[src/rtl/irq_stat_pkg.sv]
package irq_stat_pkg;

  // Register select in address bits [1:0]
  typedef enum logic [1:0] {
    SEL_REC  = 2'd0,
    SEL_SIG  = 2'd1,
    SEL_STAT = 2'd2,
    SEL_CLR  = 2'd3
  } reg_sel_e;

  // Fixed event positions (software relies on these)
  localparam int EVT_DONE    = 0;
  localparam int EVT_SUSPEND = 1;
  localparam int EVT_ERR_LSB = 2;

endpackage

[src/rtl/irq_chan_slot.sv]
// One channel: record mask, signal mask and sticky status.
module irq_chan_slot #(
  parameter int EVT_W = 8
) (
  input  logic             clk,
  input  logic             rst,
  input  logic [EVT_W-1:0] evt,
  input  logic             rec_we,
  input  logic             sig_we,
  input  logic [EVT_W-1:0] wdata,
  input  logic [EVT_W-1:0] clr_mask,
  output logic [EVT_W-1:0] rec_o,
  output logic [EVT_W-1:0] sig_o,
  output logic [EVT_W-1:0] stat_o,
  output logic             pend_o
);

  logic [EVT_W-1:0] rec_q, sig_q, stat_q;

  always_ff @(posedge clk) begin
    if (rst) begin
      rec_q  <= '0;
      sig_q  <= '0;
      stat_q <= '0;
    end else begin
      if (rec_we) rec_q <= wdata;
      if (sig_we) sig_q <= wdata;
      // set term applied after clear term: a same-cycle event survives
      stat_q <= (stat_q & ~clr_mask) | (evt & rec_q);
    end
  end

  assign rec_o  = rec_q;
  assign sig_o  = sig_q;
  assign stat_o = stat_q;
  assign pend_o = |(stat_q & sig_q);

endmodule

[src/rtl/irq_reg_readback.sv]
// Registered read multiplexer over all channel registers and the config bit.
module irq_reg_readback import irq_stat_pkg::*; #(
  parameter int NUM_CH = 4,
  parameter int EVT_W  = 8,
  parameter int CH_W   = 2,
  parameter int ADDR_W = CH_W + 3
) (
  input  logic                    clk,
  input  logic                    rst,
  input  logic [ADDR_W-1:0]       addr,
  input  logic [NUM_CH*EVT_W-1:0] rec_flat,
  input  logic [NUM_CH*EVT_W-1:0] sig_flat,
  input  logic [NUM_CH*EVT_W-1:0] stat_flat,
  input  logic                    gie,
  output logic [EVT_W-1:0]        rdata
);

  logic [EVT_W-1:0] rd_next;
  logic [CH_W-1:0]  ch_idx;
  reg_sel_e         sel;

  assign ch_idx = addr[CH_W+1:2];
  assign sel    = reg_sel_e'(addr[1:0]);

  always_comb begin
    rd_next = '0;
    if (addr[ADDR_W-1]) begin
      rd_next[0] = gie;
    end else begin
      for (int c = 0; c < NUM_CH; c++) begin
        if (ch_idx == CH_W'(c)) begin
          unique case (sel)
            SEL_REC:  rd_next = rec_flat[c*EVT_W +: EVT_W];
            SEL_SIG:  rd_next = sig_flat[c*EVT_W +: EVT_W];
            SEL_STAT: rd_next = stat_flat[c*EVT_W +: EVT_W];
            SEL_CLR:  rd_next = '0;
          endcase
        end
      end
    end
  end

  always_ff @(posedge clk) begin
    if (rst) rdata <= '0;
    else     rdata <= rd_next;
  end

endmodule

[src/rtl/irq_status_unit.sv]
module irq_status_unit import irq_stat_pkg::*; #(
  parameter int NUM_CH = 4,
  parameter int EVT_W  = 8,
  localparam int CH_W   = (NUM_CH > 1) ? $clog2(NUM_CH) : 1,
  localparam int ADDR_W = CH_W + 3
) (
  input  logic                    clk,
  input  logic                    rst,
  input  logic [NUM_CH*EVT_W-1:0] evt_i,
  input  logic                    reg_we,
  input  logic [ADDR_W-1:0]       reg_addr,
  input  logic [EVT_W-1:0]        reg_wdata,
  output logic [EVT_W-1:0]        reg_rdata,
  output logic                    irq_o
);

  logic                    is_cfg;
  logic [CH_W-1:0]         ch_idx;
  reg_sel_e                sel;
  logic [NUM_CH*EVT_W-1:0] rec_flat, sig_flat, stat_flat, clr_flat;
  logic [NUM_CH-1:0]       pend;
  logic                    gie_q, irq_q;

  assign is_cfg = reg_addr[ADDR_W-1];
  assign ch_idx = reg_addr[CH_W+1:2];
  assign sel    = reg_sel_e'(reg_addr[1:0]);

  for (genvar c = 0; c < NUM_CH; c++) begin : g_ch
    logic hit;
    assign hit = reg_we && !is_cfg && (ch_idx == CH_W'(c));
    assign clr_flat[c*EVT_W +: EVT_W] = (hit && sel == SEL_CLR) ? reg_wdata : '0;

    irq_chan_slot #(.EVT_W(EVT_W)) u_slot (
      .clk      (clk),
      .rst      (rst),
      .evt      (evt_i[c*EVT_W +: EVT_W]),
      .rec_we   (hit && sel == SEL_REC),
      .sig_we   (hit && sel == SEL_SIG),
      .wdata    (reg_wdata),
      .clr_mask (clr_flat[c*EVT_W +: EVT_W]),
      .rec_o    (rec_flat[c*EVT_W +: EVT_W]),
      .sig_o    (sig_flat[c*EVT_W +: EVT_W]),
      .stat_o   (stat_flat[c*EVT_W +: EVT_W]),
      .pend_o   (pend[c])
    );
  end

  always_ff @(posedge clk) begin
    if (rst) begin
      gie_q <= 1'b0;
      irq_q <= 1'b0;
    end else begin
      if (reg_we && is_cfg) gie_q <= reg_wdata[0];
      irq_q <= gie_q & (|pend);
    end
  end

  assign irq_o = irq_q;

  irq_reg_readback #(
    .NUM_CH (NUM_CH),
    .EVT_W  (EVT_W),
    .CH_W   (CH_W),
    .ADDR_W (ADDR_W)
  ) u_rd (
    .clk       (clk),
    .rst       (rst),
    .addr      (reg_addr),
    .rec_flat  (rec_flat),
    .sig_flat  (sig_flat),
    .stat_flat (stat_flat),
    .gie       (gie_q),
    .rdata     (reg_rdata)
  );

endmodule

[config.mk]
export PLATFORM = sky130hd
export DESIGN_NAME = irq_status_unit
export DESIGN_NICKNAME = d
export VERILOG_FILES = /design/src/rtl/irq_stat_pkg.sv /design/src/rtl/irq_chan_slot.sv /design/src/rtl/irq_reg_readback.sv /design/src/rtl/irq_status_unit.sv
export SDC_FILE = /design/constraint.sdc
export NUM_CORES = 1
export LEC_CHECK = 0
export ABC_AREA = 1
export BUFFER_PORTS_ARGS = -buffer_cell sky130_fd_sc_hd__buf_2
export CAP_MARGIN = 30
export CORE_MARGIN = 5
export CORE_UTILIZATION = 50
export DETAILED_ROUTE_END_ITERATION = 8
export PLACE_DENSITY = 0.66
export SYNTH_ARGS = -nofsm -noshare
export SYNTH_HDL_FRONTEND = slang
export SYNTH_HIERARCHICAL = 1
export SYNTH_SLANG_ARGS = --single-unit
export TNS_END_PERCENT = 20
[constraint.sdc]
create_clock -name clk -period 1.3 [get_ports clk]
set_input_delay 0.195 -clock clk [delete_from_list [all_inputs] [get_ports clk]]
set_output_delay 0.195 -clock clk [all_outputs]
set_load 0.02 [all_outputs]
Word level (Yosys, flattened, before mapping)
Index checks and enable logic that the tools add are counted.
- register bits: 106
- word-level logic and storage cells: 79
- equal/unequal tests: 6
- muxes and demuxes: 13
- bitwise operators: 21
- reductions and logical operators: 23
- operators with widths (kind ; count):
    one-hot mux 8 bit (4 select lines) ; 4
    bitwise AND 8 bit ; 12
    2-to-1 mux 8 bit ; 8
    NOT 8 bit ; 4
    bitwise OR 8 bit ; 4
    OR reduction 32 bit ; 1
    logical AND 1 bit ; 18
    == test 2 bit (second input constant) ; 4
    == test 2 x 1 -> 1 bit (second input constant) ; 2
    logical NOT 2 bit ; 2
    OR reduction 2 bit ; 1
    bitwise AND 1 bit ; 1
    logical NOT 1 bit ; 1
    2-to-1 mux 1 bit ; 1

Depth between registers and ports, before layout
Gate-level depths: netlist of the first run.
- depth in word-level cells: 8
- depth in mapped cells: 9
- depth with buffers taken out: 8

By module
The synthesis of the first run kept the hierarchy.
- modules (own cells, without submodules) (module ; instances ; cells an instance ; area each (um2) ; seq. area each (um2)):
    irq_chan_slot ; 4 ; 125 ; 963.4 ; 480.5
    irq_reg_readback ; 1 ; 232 ; 1233.7 ; 160.2
    irq_status_unit ; 1 ; 81 ; 417.9 ; 40.0

Worst setup path after synthesis of the first run
Ideal clock, no wire load.
- kind: input -> register
- start: input reg_addr[1]
- end: register g_ch[0].u_slot.rec_q[0]
- library setup time: 0.114 ns
- arrival time: 0.920 ns
- data required time: 1.186 ns
- slack: 0.267 ns
- stages on the path: 6
- buffers on the path: 1
- cell sequence: or2_2 nor2_1 buf_6 inv_6 nand2_1 a21oi_2
- cells in the longest elaborated chain, start to end: 2
- ends and longest elaborated chain (what ; line ; text):
    start: declaration ; irq_status_unit.sv:11 ; input logic [ADDR_W-1:0] reg_addr,
    logical NOT 2 bit ; irq_status_unit.sv:37 ; .rec_we (hit && sel == SEL_REC),
    logical AND 1 bit ; irq_status_unit.sv:37 ;
    end signal: assignment ; irq_chan_slot.sv:26 ; if (rec_we) rec_q <= wdata;
    end: declaration ; irq_chan_slot.sv:18 ; logic [EVT_W-1:0] rec_q, sig_q, stat_q;
Every way passes these cells.
A chain may end at the register's enable or synchronous reset.

Worst setup path after layout of the first run
- start: register g_ch[3].u_slot.stat_q[0]
- end: register irq_q (netlist: irq_o)
- cells in the longest elaborated chain, start to end: 3
- ends and longest elaborated chain (what ; line ; text):
    start: declaration ; irq_chan_slot.sv:18 ;
    start signal: assignment ; irq_chan_slot.sv:29 ; stat_q <= (stat_q & ~clr_mask) | (evt & rec_q);
    bitwise AND 8 bit ; irq_chan_slot.sv:36 ; assign pend_o = |(stat_q & sig_q);
    OR reduction 32 bit ; irq_status_unit.sv:54 ; irq_q <= gie_q & (|pend);
    bitwise AND 1 bit ; irq_status_unit.sv:54 ;
    end signal: assignment ; irq_status_unit.sv:54 ;
    end: declaration ; irq_status_unit.sv:22 ; logic gie_q, irq_q;
Every way passes these cells.

==> results of run 1 <==
-- per-layer routing --
layer / vias up / GRT usage / share of wire
li1: 2720 / - / -
met1: 2581 / 0.369 / 0.41
met2: 271 / 0.428 / 0.45
met3: 42 / 0.0563 / 0.099
met4: 0 / 0.119 / 0.039
met5: - / 0 / 0
-- final cells by class --
| class | count | area, µm² |
|---|---|---|
| fill | 1019 | 4470 |
| multi-input combinational | 615 | 2810 |
| sequential | 106 | 2120 |
| timing repair buffer | 95 | 701 |
| inverter | 60 | 265 |
| tap | 140 | 175 |
| clock buffer | 10 | 138 |
| clock inverter | 6 | 113 |
-- power by group through the flow --
| stage | sequential (mW) | clock (mW) | combinational (mW) |
|---|---|---|---|
| floorplan | 3.37 | 0 | 0.306 |
| global placement | 3.36 | 0 | 0.628 |
| detailed placement | 3.36 | 0 | 0.634 |
| CTS | 3.29 | 2.55 | 0.636 |
| global route | 3.29 | 2.68 | 0.689 |
| finish | 3.29 | 2.52 | 0.649 |
-- flip-flops by register name, summed over array words and instances, names as in the netlist --
| name | flops |
|---|---|
| irq_o | 1 |
| u_rd/rdata | 8 |
| gie_q | 1 |
| g_ch.u_slot/sig_o | 32 |
| g_ch.u_slot/stat_o | 32 |
| g_ch.u_slot/rec_o | 32 |
-- metrics by stage --
stage	std cells	setup TNS, ps
final	1032	0
after global routing	1032	0
after CTS	1032	0
after detailed placement	1016	-1750
after global placement	1016	-500
after floorplan	813	0
-- synthesized netlist by cell type --
cell type    n
a21oi_1     61
a21oi_2     36
buf_2        4
buf_4        4
buf_6       23
clkbuf_1     1
dfxtp_1    106
inv_1       48
inv_2        4
inv_6        8
nand2_1    338
nand3_1     84
nand3_2      4
nand3_4      4
nand3b_1     1
nand4_1      1
nor2_1      75
nor2_2       3
nor2_8       2
o21ai_0      5
or2_2        1
-- worst max-delay path, cell delays in order (launching register included) --
cell and delay [ps]:
dfxtp_1 360, nand2_1 90, nand2_1 50, nor2_1 90
nand2_1 90, nor2_2 130, nand2_1 110, nand2_1 70
nor2_1 30
-- layout by cell type (no fill, tap or decap) --
cell type and n:
bufinv_16 3, dfxtp_1 106, o21ai_0 5, nor2_1 74, inv_1 48, clkbuf_8 10
nand4_1 1, nand3b_1 1, clkinv_4 1, or2_2 1, inv_2 4, nand2_1 338
inv_6 9, a21oi_1 61, buf_2 55, nand3_4 4, nor2_8 2, nand3_2 4
nand3_1 84, nor2_2 4, buf_4 30, clkinv_2 1, a21oi_2 36, buf_12 10
-- kinds of logic after synthesis --
logic type / Yosys count / synth area share
flip-flops: 106 / 0.385
AO/OA/AOI/OAI: 102 / 0.117
AND/OR/NAND/NOR: 513 / 0.392
buffers and inverters: 92 / 0.105
-- worst paths after layout --
kind	start	to	slack [ps]	depth (start not counted)
worst max-delay path	g_ch[3].u_slot/stat_o[0]	irq_o	170	8
worst min-delay path	evt_i[25]	g_ch[3].u_slot/stat_o[1]	40	3
worst max register to register	g_ch[3].u_slot/stat_o[0]	irq_o	170	8
worst min register to register	gie_q	irq_o	470	2
-- what timing repair did --
| item | CTS | global route |
|---|---|---|
| endpoints found under the setup margin | 0 | 1 |
| resized for setup | 0 | 1 |
| setup buffers | 0 | 0 |
==> out/results.env, run 1 <==
SYNTH-SEQ-AREA-SHARE=0.385
DPL_CELL_AREA_UM2=6070
FLOORPLAN.DIE.WIDTH_UM=115
SYNTHDISTINCTLIBCELLS=21
DRT-WIRELENGTH-PER-CELL_UM=17.0
CRITPATHCAPTURETYPE='flop'
TOTAL_LEAKAGE_POWER_nW=2.49
INTERNAL_mW=4.83
SHARE_OF_THE_CYCLE_NEEDED_BY_THE_CRITICAL_PATH_AFTER_ROUTING=0.873
SYNTH.YOSYS.WARNINGS=6
CLKTRANSATPATHREGS_PS=100
CLK-INSERTION-DELAY-LATE_PS=390
POWER_DENSITY_nW_PER_UM2=1020
DIE-HEIGHT_UM=115
PLACEMENTROWS=38
GRT_START_MAX_NET_PINS=44
POSTSYNTHCELLCOUNT=813
CTS_SINKS=106
WORST_SLEW_PIN_SLEW_PS=391
CLOCK.FMAX_MHz=882
CRIT_PATH_MAX_FANOUT=3
TIMING.MAX_CAP.VIOLATIONS=0
PERIOD_MINUS_SLACK_PS=1130
GRTUSAGETOTAL=0.275
SEQPWRFRAC=0.510
CLOCK_TREE.BUFFER_DEPTH=2
DRCVIOLATIONCOUNT=0
SYNTH.FF_LATCH_COUNT=106
DESIGN_AREA_UM2=6320
GR-TOTAL-OVERFLOW=0
FP.COREAREA_UM2=10800
WORST_SLEW_MARGIN_REL=0.739
SYN2LAYOUT_AREA_GROWTH_PCT=14.8
NUMCTSBUFFERS=9
TRITONCTS='built'
GPL.FINAL_WEIGHTED_CONGESTION=0.964
FINAL_LAYOUT_SIZE_SUFFIX_GT1_FRAC=0.195
SWITCHING_SHARE=0.252
HOLD_VIOL=0
REPORT.POWER.TOTAL_mW=6.46
SYNTH.LARGEST_AREA_CELL='dfxtp_1'
DRT_ITER0_MARKERS=538
CLOCK_POWER_SHARE=0.390
SWITCHINGPOWER_mW=1.63
VIA_DENSITY=5.44
GRT_SETUP_UNREPAIRED='no'
SLEW_VIOLATIONS=0
FINAL_WORST_SETUP_SLACK_PS=166
NETLIST_TOP_CELLS_AREA='dfxtp_1, nand2_1, nand3_1, a21oi_2, a21oi_1'
ROUTE.VIAS.TOTAL=5614
WORST-ENDPOINT-ARRIVAL_PS=1420
ANTENNA_FOUND_INITIAL=0
DRTANTENNAVIOLNETS=0
CRIT_TYPE='flop to flop'
TOP_LEVEL_PORTS=57
FINAL-SETUP-VIOL-COUNT=0
VDD.IR_DROP.WORST_V=0.00122
FINISH.UTILIZATION=0.586
WIRE_LENGTH_OF_THE_FIRST_GLOBAL_ROUTING_PASS_UM=27800
HPWLAFTERDP_UM=12400
WIRELENGTH_UM=17600
DIEAREA_UM2=13200
CTS_HOLD_BUFFERS=0
FIRST_GLOBAL_VIAS=5316
HTREE_LEVELS=3
DRTPASS1ITERATIONS=5
MIN_PATH_TYPE='primary input to flop'
ANTENNA-DIODE-COUNT=0
SYNTHESIS.NETS=861
SYNTH_TOP_AREA_FRAC=0.385
NETLIST_AREA_UM2=5510
RUN_STATUS='completed'
INITIAL_UTILIZATION=0.510
COMB_POWER_SHARE=0.100
WORST_CLOCK_SKEW_PS=10.7
DP_WORST_SETUP_SLACK_PS=-76.5
LAYOUT.NETS=935
SYNTH.AVG_CELL_AREA_UM2=6.77
PLACE.PORT_BUFFERS=56
CTS_ROOT_BUF='clkbuf_8'
HOLD_WS_PS=42.0
CRITICAL_PATH_REQUIRED_PS=1580
SETUP.WORST_PATH.START_CLASS='flop'
Power figures use the tool's default switching activity.
==> run 2, diff against run 1 <==
PLACE_DENSITY = 0.69   (was 0.66)
==> out/results.env, run 2 (synthesized netlist as in run 1, its figures left out) <==
STARTPOINT_OF_THE_MOST_CRITICAL_REGISTER_TO_REGISTER_PATH='g_ch[0].u_slot/stat_o[4]'
SHARE_OF_THE_CYCLE_NEEDED_BY_THE_CRITICAL_PATH_AFTER_ROUTING=0.874  # +0.00161
POSTCTSRESIZEDCELLS=0  # unchanged
FINAL_CELL_COUNT_NO_FILL=1033  # +0.097%
GR-TOTAL-OVERFLOW=0  # unchanged
CLOCK_TREE.BUFFER_DEPTH=2  # unchanged
DRTPASS1ITERATIONS=5  # unchanged
LAYOUT.NETS=936  # +0.11%
CRITPATHCAPTURETYPE='flop'
COUNT_OF_BUFFERS_ADDED_BY_POST_CTS_TIMING_REPAIR_FOR_SETUP=0  # unchanged
WORST_CLOCK_SKEW_PS=11.4  # +0.756 ps
PERIOD_MINUS_SLACK_PS=1140  # +2.09 ps
POWER_DENSITY_nW_PER_UM2=932  # -8.8%
COMMONEST_CELLS_AFTER_ROUTING_FILL_AND_TAPS_ASIDE='nand2_1, dfxtp_1, nand3_1'
GRTUSAGETOTAL=0.274  # -0.000548
FINAL_LAYOUT_SIZE_SUFFIX_GT1_FRAC=0.195  # -0.000218
ROUTE.VIAS.TOTAL=5580  # -0.61%
HOLD_VIOL=0  # unchanged
DIEAREA_UM2=13200  # unchanged
WORST-ENDPOINT-ARRIVAL_PS=1410  # about the same
VIA_DENSITY=5.40  # -0.70%
CRITICAL_PATH_REQUIRED_PS=1580  # about the same
CRIT_PATH_MAX_FANOUT=3  # unchanged
WORST_SLEW_MARGIN_REL=0.621  # -0.118
DP_CELLS=1017  # +0.098%
WIRE_LENGTH_OF_THE_FIRST_GLOBAL_ROUTING_PASS_UM=27700  # -0.35%
DRT-WIRELENGTH-PER-CELL_UM=17.2  # +0.93%
GRT_SETUP_UNREPAIRED='no'
CLK-INSERTION-DELAY-LATE_PS=390  # about the same
MIN_FROM='evt_i[22]'
PLACEMENTROWS=38  # unchanged
SYN2LAYOUT_AREA_GROWTH_PCT=12.8
DRTANTENNAVIOLNETS=0  # unchanged
GRT_START_MAX_NET_PINS=52  # +18%
GPL.FINAL_WEIGHTED_CONGESTION=0.968  # +0.38%
FINAL-SETUP-VIOL-COUNT=0  # unchanged
HTREE_LEVELS=3  # unchanged
FP.COREAREA_UM2=10800  # unchanged
MIN_PATH_TYPE='primary input to flop'
CLOCK.FMAX_MHz=880  # -0.18%
MOSTFREQUENTLAYOUTCELL='nand2_1'
SLEW_VIOLATIONS=0  # unchanged
TOP_LEVEL_PORTS=57  # unchanged
DRCVIOLATIONCOUNT=0  # unchanged
DIE-HEIGHT_UM=115  # unchanged
DRT_ITER0_MARKERS=529  # -1.7%
WORST_SLEW_PIN_SLEW_PS=567  # +176 ps
CLKTRANSATPATHREGS_PS=100  # about the same
VDD.IR_DROP.WORST_V=0.000653  # -47%
FIRST_GLOBAL_VIAS=5218  # -1.8%
CTS_HOLD_BUFFERS=0  # unchanged
WIRELENGTH_UM=17800  # +1.0%
CRIT_TYPE='flop to flop'
NUMCTSBUFFERS=9  # unchanged
SETUP_TNS_PS=0  # unchanged
PLACE.PORT_BUFFERS=56  # unchanged
INITIAL_UTILIZATION=0.510  # unchanged
ANTENNA-DIODE-COUNT=0  # unchanged
ANTENNA_FOUND_INITIAL=0  # unchanged
CTS_ROOT_BUF='clkbuf_8'
CTS_SINKS=106  # unchanged
SETUP.WORST_PATH.START_CLASS='flop'
FLOORPLAN.DIE.WIDTH_UM=115  # unchanged
RUN_STATUS='completed'
TRITONCTS='built'
TOTAL_LEAKAGE_POWER_nW=2.44  # -1.8%
CRIT_PATH_START='g_ch[0].u_slot/stat_o[4]'
TIMING.MAX_CAP.VIOLATIONS=0  # unchanged
HPWLAFTERDP_UM=12600  # +1.3%
-- run 2: cell count changes in the layout (fill, tap and decap cells not counted), moves of 3 or more --
| cell | previous run | this run |
|---|---|---|
| buf_12 | 10 | 7 |
| buf_4 | 30 | 34 |
| bufinv_16 | 3 | 0 |
| clkinv_2 | 1 | 5 |
-- run 2: critical path, stage by stage, from the launching register on --
cell and delay (ps):
dfxtp_1 350, nand2_1 80, nand2_1 70, nor2_1 100
nand2_1 100, nor2_1 160, nand2_1 80, nand2_1 60
nor2_1 30
-- run 2: layer usage --
layer	wire [µm]	GRT usage
met1	7790	0.376
met2	7600	0.405
met3	1640	0.0758
met4	735	0.117
met5	0	0
-- run 2: final cells by class --
type                            count  area [µm²]
Clock buffer                       10         138
Multi-Input combinational cell    615        2810
Clock inverter                      6        32.5
Tap cell                          140         175
Inverter                           60         265
Timing Repair Buffer               96         671
Fill cell                        1043        4580
Sequential cell                   106        2120
-- run 2: power by group --
part | total [mW] | leakage [nW] | internal [mW] | switching (mW)
sequential | 3.29 | 0.855 | 3.27 | 0.0190
clock | 1.85 | 0.0916 | 0.732 | 1.12
combinational | 0.642 | 1.50 | 0.209 | 0.433
-- run 2: worst paths after layout --
check,end,slack [ps],cells after the start
min reg2reg,irq_o,470,2
max,irq_o,160,8
max reg2reg,irq_o,160,8
min,g_ch[2].u_slot/stat_o[6],50,3
-- run 2: per-stage QoR --
| step | total power, mW | setup WS (ps) | util | instance area [µm²] | hold slack, ps |
|---|---|---|---|---|---|
| 3_5_place_dp | 3.99 | -122 | 0.559 | 6040 | 445 |
| 2_1_floorplan | 3.67 | 267 | - | 5510 | 264 |
| 3_3_place_gp | 3.99 | -104 | 0.559 | 6040 | 448 |
| 6_report | 5.78 | 164 | 0.575 | 6210 | 47.3 |
| 4_1_cts | 5.83 | 173 | 0.575 | 6210 | 26.9 |
| 5_1_grt | 6.00 | 52.1 | 0.575 | 6210 | 23.9 |
==> run 3, diff against run 2 <==
CORE_ASPECT_RATIO = 2   (was not set)
SKIP_CTS_REPAIR_TIMING = 1   (was not set)
SLEW_MARGIN = 20   (was not set)
==> out/results.env, run 3 (synthesized netlist as in run 1, its figures left out) <==
CRIT_FAMILY='simple AND/OR/NAND/NOR gates'
HOLD_VIOL=0  # unchanged
TRITONCTS='built'
TOP_LAYER_USED='met4'
WORST_CLOCK_SKEW_PS=8.30  # -3.14 ps
DIEAREA_UM2=13300  # +0.96%
COMMONEST_CELLS_AFTER_ROUTING_FILL_AND_TAPS_ASIDE='nand2_1, dfxtp_1, nand3_1'
SETUP_TNS_PS=0  # unchanged
CRIT_SLOWEST_CELL='nor2_1'
FIRST_GLOBAL_VIAS=5513  # +5.7%
FILLERS=1056  # +1.2%
ROUTE.VIAS.TOTAL=5628  # +0.86%
MIN_PATH_TYPE='primary input to flop'
WIRE_LENGTH_OF_THE_FIRST_GLOBAL_ROUTING_PASS_UM=28400  # +2.4%
FF_LATCH_AREA_UM2=2120  # unchanged
DRTANTENNAVIOLNETS=0  # unchanged
DP_WORST_SETUP_SLACK_PS=-276  # -154 ps
LAYOUT.NETS=949  # +1.4%
POWER_DENSITY_nW_PER_UM2=1040  # +12%
PLACEMENTROWS=54  # +42%
SYN2LAYOUT_AREA_GROWTH_PCT=16.6
SETUP.WORST_PATH.START_CLASS='primary input'
DRCVIOLATIONCOUNT=0  # unchanged
CRIT_TYPE='primary input to flop'
GRT_SETUP_UNREPAIRED='no'
WORST-ENDPOINT-ARRIVAL_PS=1500  # +90 ps
HPWLAFTERDP_UM=13400  # +6.6%
TIMING.MAX_CAP.VIOLATIONS=0  # unchanged
DRTPASS1ITERATIONS=8  # +3
CLOCK_TREE.BUFFER_DEPTH=2  # unchanged
DRT-WIRELENGTH-PER-CELL_UM=17.4  # +1.0%
SLEW_VIOLATIONS=0  # unchanged
SHARE_OF_THE_CYCLE_NEEDED_BY_THE_CRITICAL_PATH_AFTER_ROUTING=0.938  # +0.0634
NUMCTSBUFFERS=9  # unchanged
CPMOSTUSEDCELL='nand2_1'
TOTAL_LEAKAGE_POWER_nW=2.55  # +4.5%
GRT_START_MAX_NET_PINS=48  # -7.7%
HOLD_WS_PS=91.2  # +43.9 ps
FLOORPLAN.DIE.WIDTH_UM=84.2  # -27%
TIMING.CRITICAL_PATH.SLOWEST_CELL_DELAY_PS=610  # +260 ps
HTREE_LEVELS=3  # unchanged
GRTUSAGETOTAL=0.277  # +0.00282
TOP_LEVEL_PORTS=57  # unchanged
WL_MET1_UM=6610  # -15%
CTS_SINKS=106  # unchanged
MOSTFREQUENTLAYOUTCELL='nand2_1'
SUM_OF_BUFFERS_AND_INVERTERS_ON_THE_CRITICAL_PATH=2  # +2
MULTI_INPUT_COMB_AREA_UM2=2810  # unchanged
DRT_ITER0_MARKERS=401  # -24%
PLACE.PORT_BUFFERS=56  # unchanged
CTS_ROOT_BUF='clkbuf_16'
WIRELENGTH_UM=18200  # +2.3%
FINAL-SETUP-VIOL-COUNT=0  # unchanged
ANTENNA-DIODE-COUNT=0  # unchanged
FP.COREAREA_UM2=10900  # +0.79%
CRIT_PATH_MAX_FANOUT=10  # +7
REPORT.POWER.TOTAL_mW=6.71  # +16%
WORST_SLEW_MARGIN_REL=0.489  # -0.132
FINAL_WORST_SETUP_SLACK_PS=81.1  # -82.4 ps
PERIOD_MINUS_SLACK_PS=1220  # +82.4 ps
CRITPATHCAPTURETYPE='flop'
INITIAL_UTILIZATION=0.506  # -0.00399
VDD.IR_DROP.WORST_V=0.000959  # +47%
CRIT_PATH_CELL_TRACE='buf_2 > inv_1 > nand2_1 > nor2_1 > nand2_1 > a21oi_2'
GR-TOTAL-OVERFLOW=0  # unchanged
CLOCK.FMAX_MHz=820  # -6.8%
WL_MET2_UM=9260  # +22%
RUN_STATUS='completed'
DIE-HEIGHT_UM=158  # +38%
FINAL_LAYOUT_SIZE_SUFFIX_GT1_FRAC=0.204  # +0.00935
VIA_DENSITY=5.38  # -0.39%
CLKTRANSATPATHREGS_PS=70  # -30 ps
DR_WL_MET3_UM=1010  # -38%
FINAL_CELL_COUNT_NO_FILL=1046  # +1.3%
ANTENNA_FOUND_INITIAL=0  # unchanged
CLK-INSERTION-DELAY-LATE_PS=350  # -40 ps
DP_CELLS=1030  # +1.3%
GPL.FINAL_WEIGHTED_CONGESTION=1.03  # +6.4%
CRITICAL_PATH_REQUIRED_PS=1580  # about the same
WORST_SLEW_PIN_SLEW_PS=763  # +196 ps
## run 3: power by group
group / total [mW] / internal (mW) / switching, mW
Clock: 2.76 / 1.55 / 1.21
Sequential: 3.29 / 3.27 / 0.0188
Combinational: 0.661 / 0.226 / 0.435
Total: 6.71 / 5.05 / 1.66
## run 3: cell type report
class                      instances  area share
sequential                       106       0.330
clock buffer                      12      0.0384
clock inverter                     4     0.00799
timing repair buffer             109       0.118
multi-input combinational        615       0.437
inverter                          60      0.0413
tap                              140      0.0273
## run 3: tightest hold or removal path, delay by kind of cell
kind | cells | cell delay, ps
AOI/OAI and AO/OA | 1 | 50
buffers and inverters | 1 | 90
and+or+nand+nor | 1 | 50
## run 3: layer usage
layer / up-vias / track usage
li1: 2740 / -
met1: 2574 / 0.300
met2: 244 / 0.486
met3: 70 / 0.0383
met4: 0 / 0.206
met5: - / 0
## run 3: per-stage QoR
stage,area [µm²],utilization
global placement,6120,0.563
floorplan,5510,-
detailed placement,6120,0.563
finish,6420,0.590
global route,6420,0.590
CTS,6420,0.590
## run 3: final timing paths
kind / startpoint / endpoint / slack, ps / depth (start not counted)
max: reg_addr[1] / g_ch[3].u_slot/sig_o[4] / 80 / 6
min: evt_i[2] / g_ch[0].u_slot/stat_o[2] / 90 / 3
max reg2reg: g_ch[2].u_slot/stat_o[5] / irq_o / 160 / 8
min reg2reg: gie_q / irq_o / 460 / 2
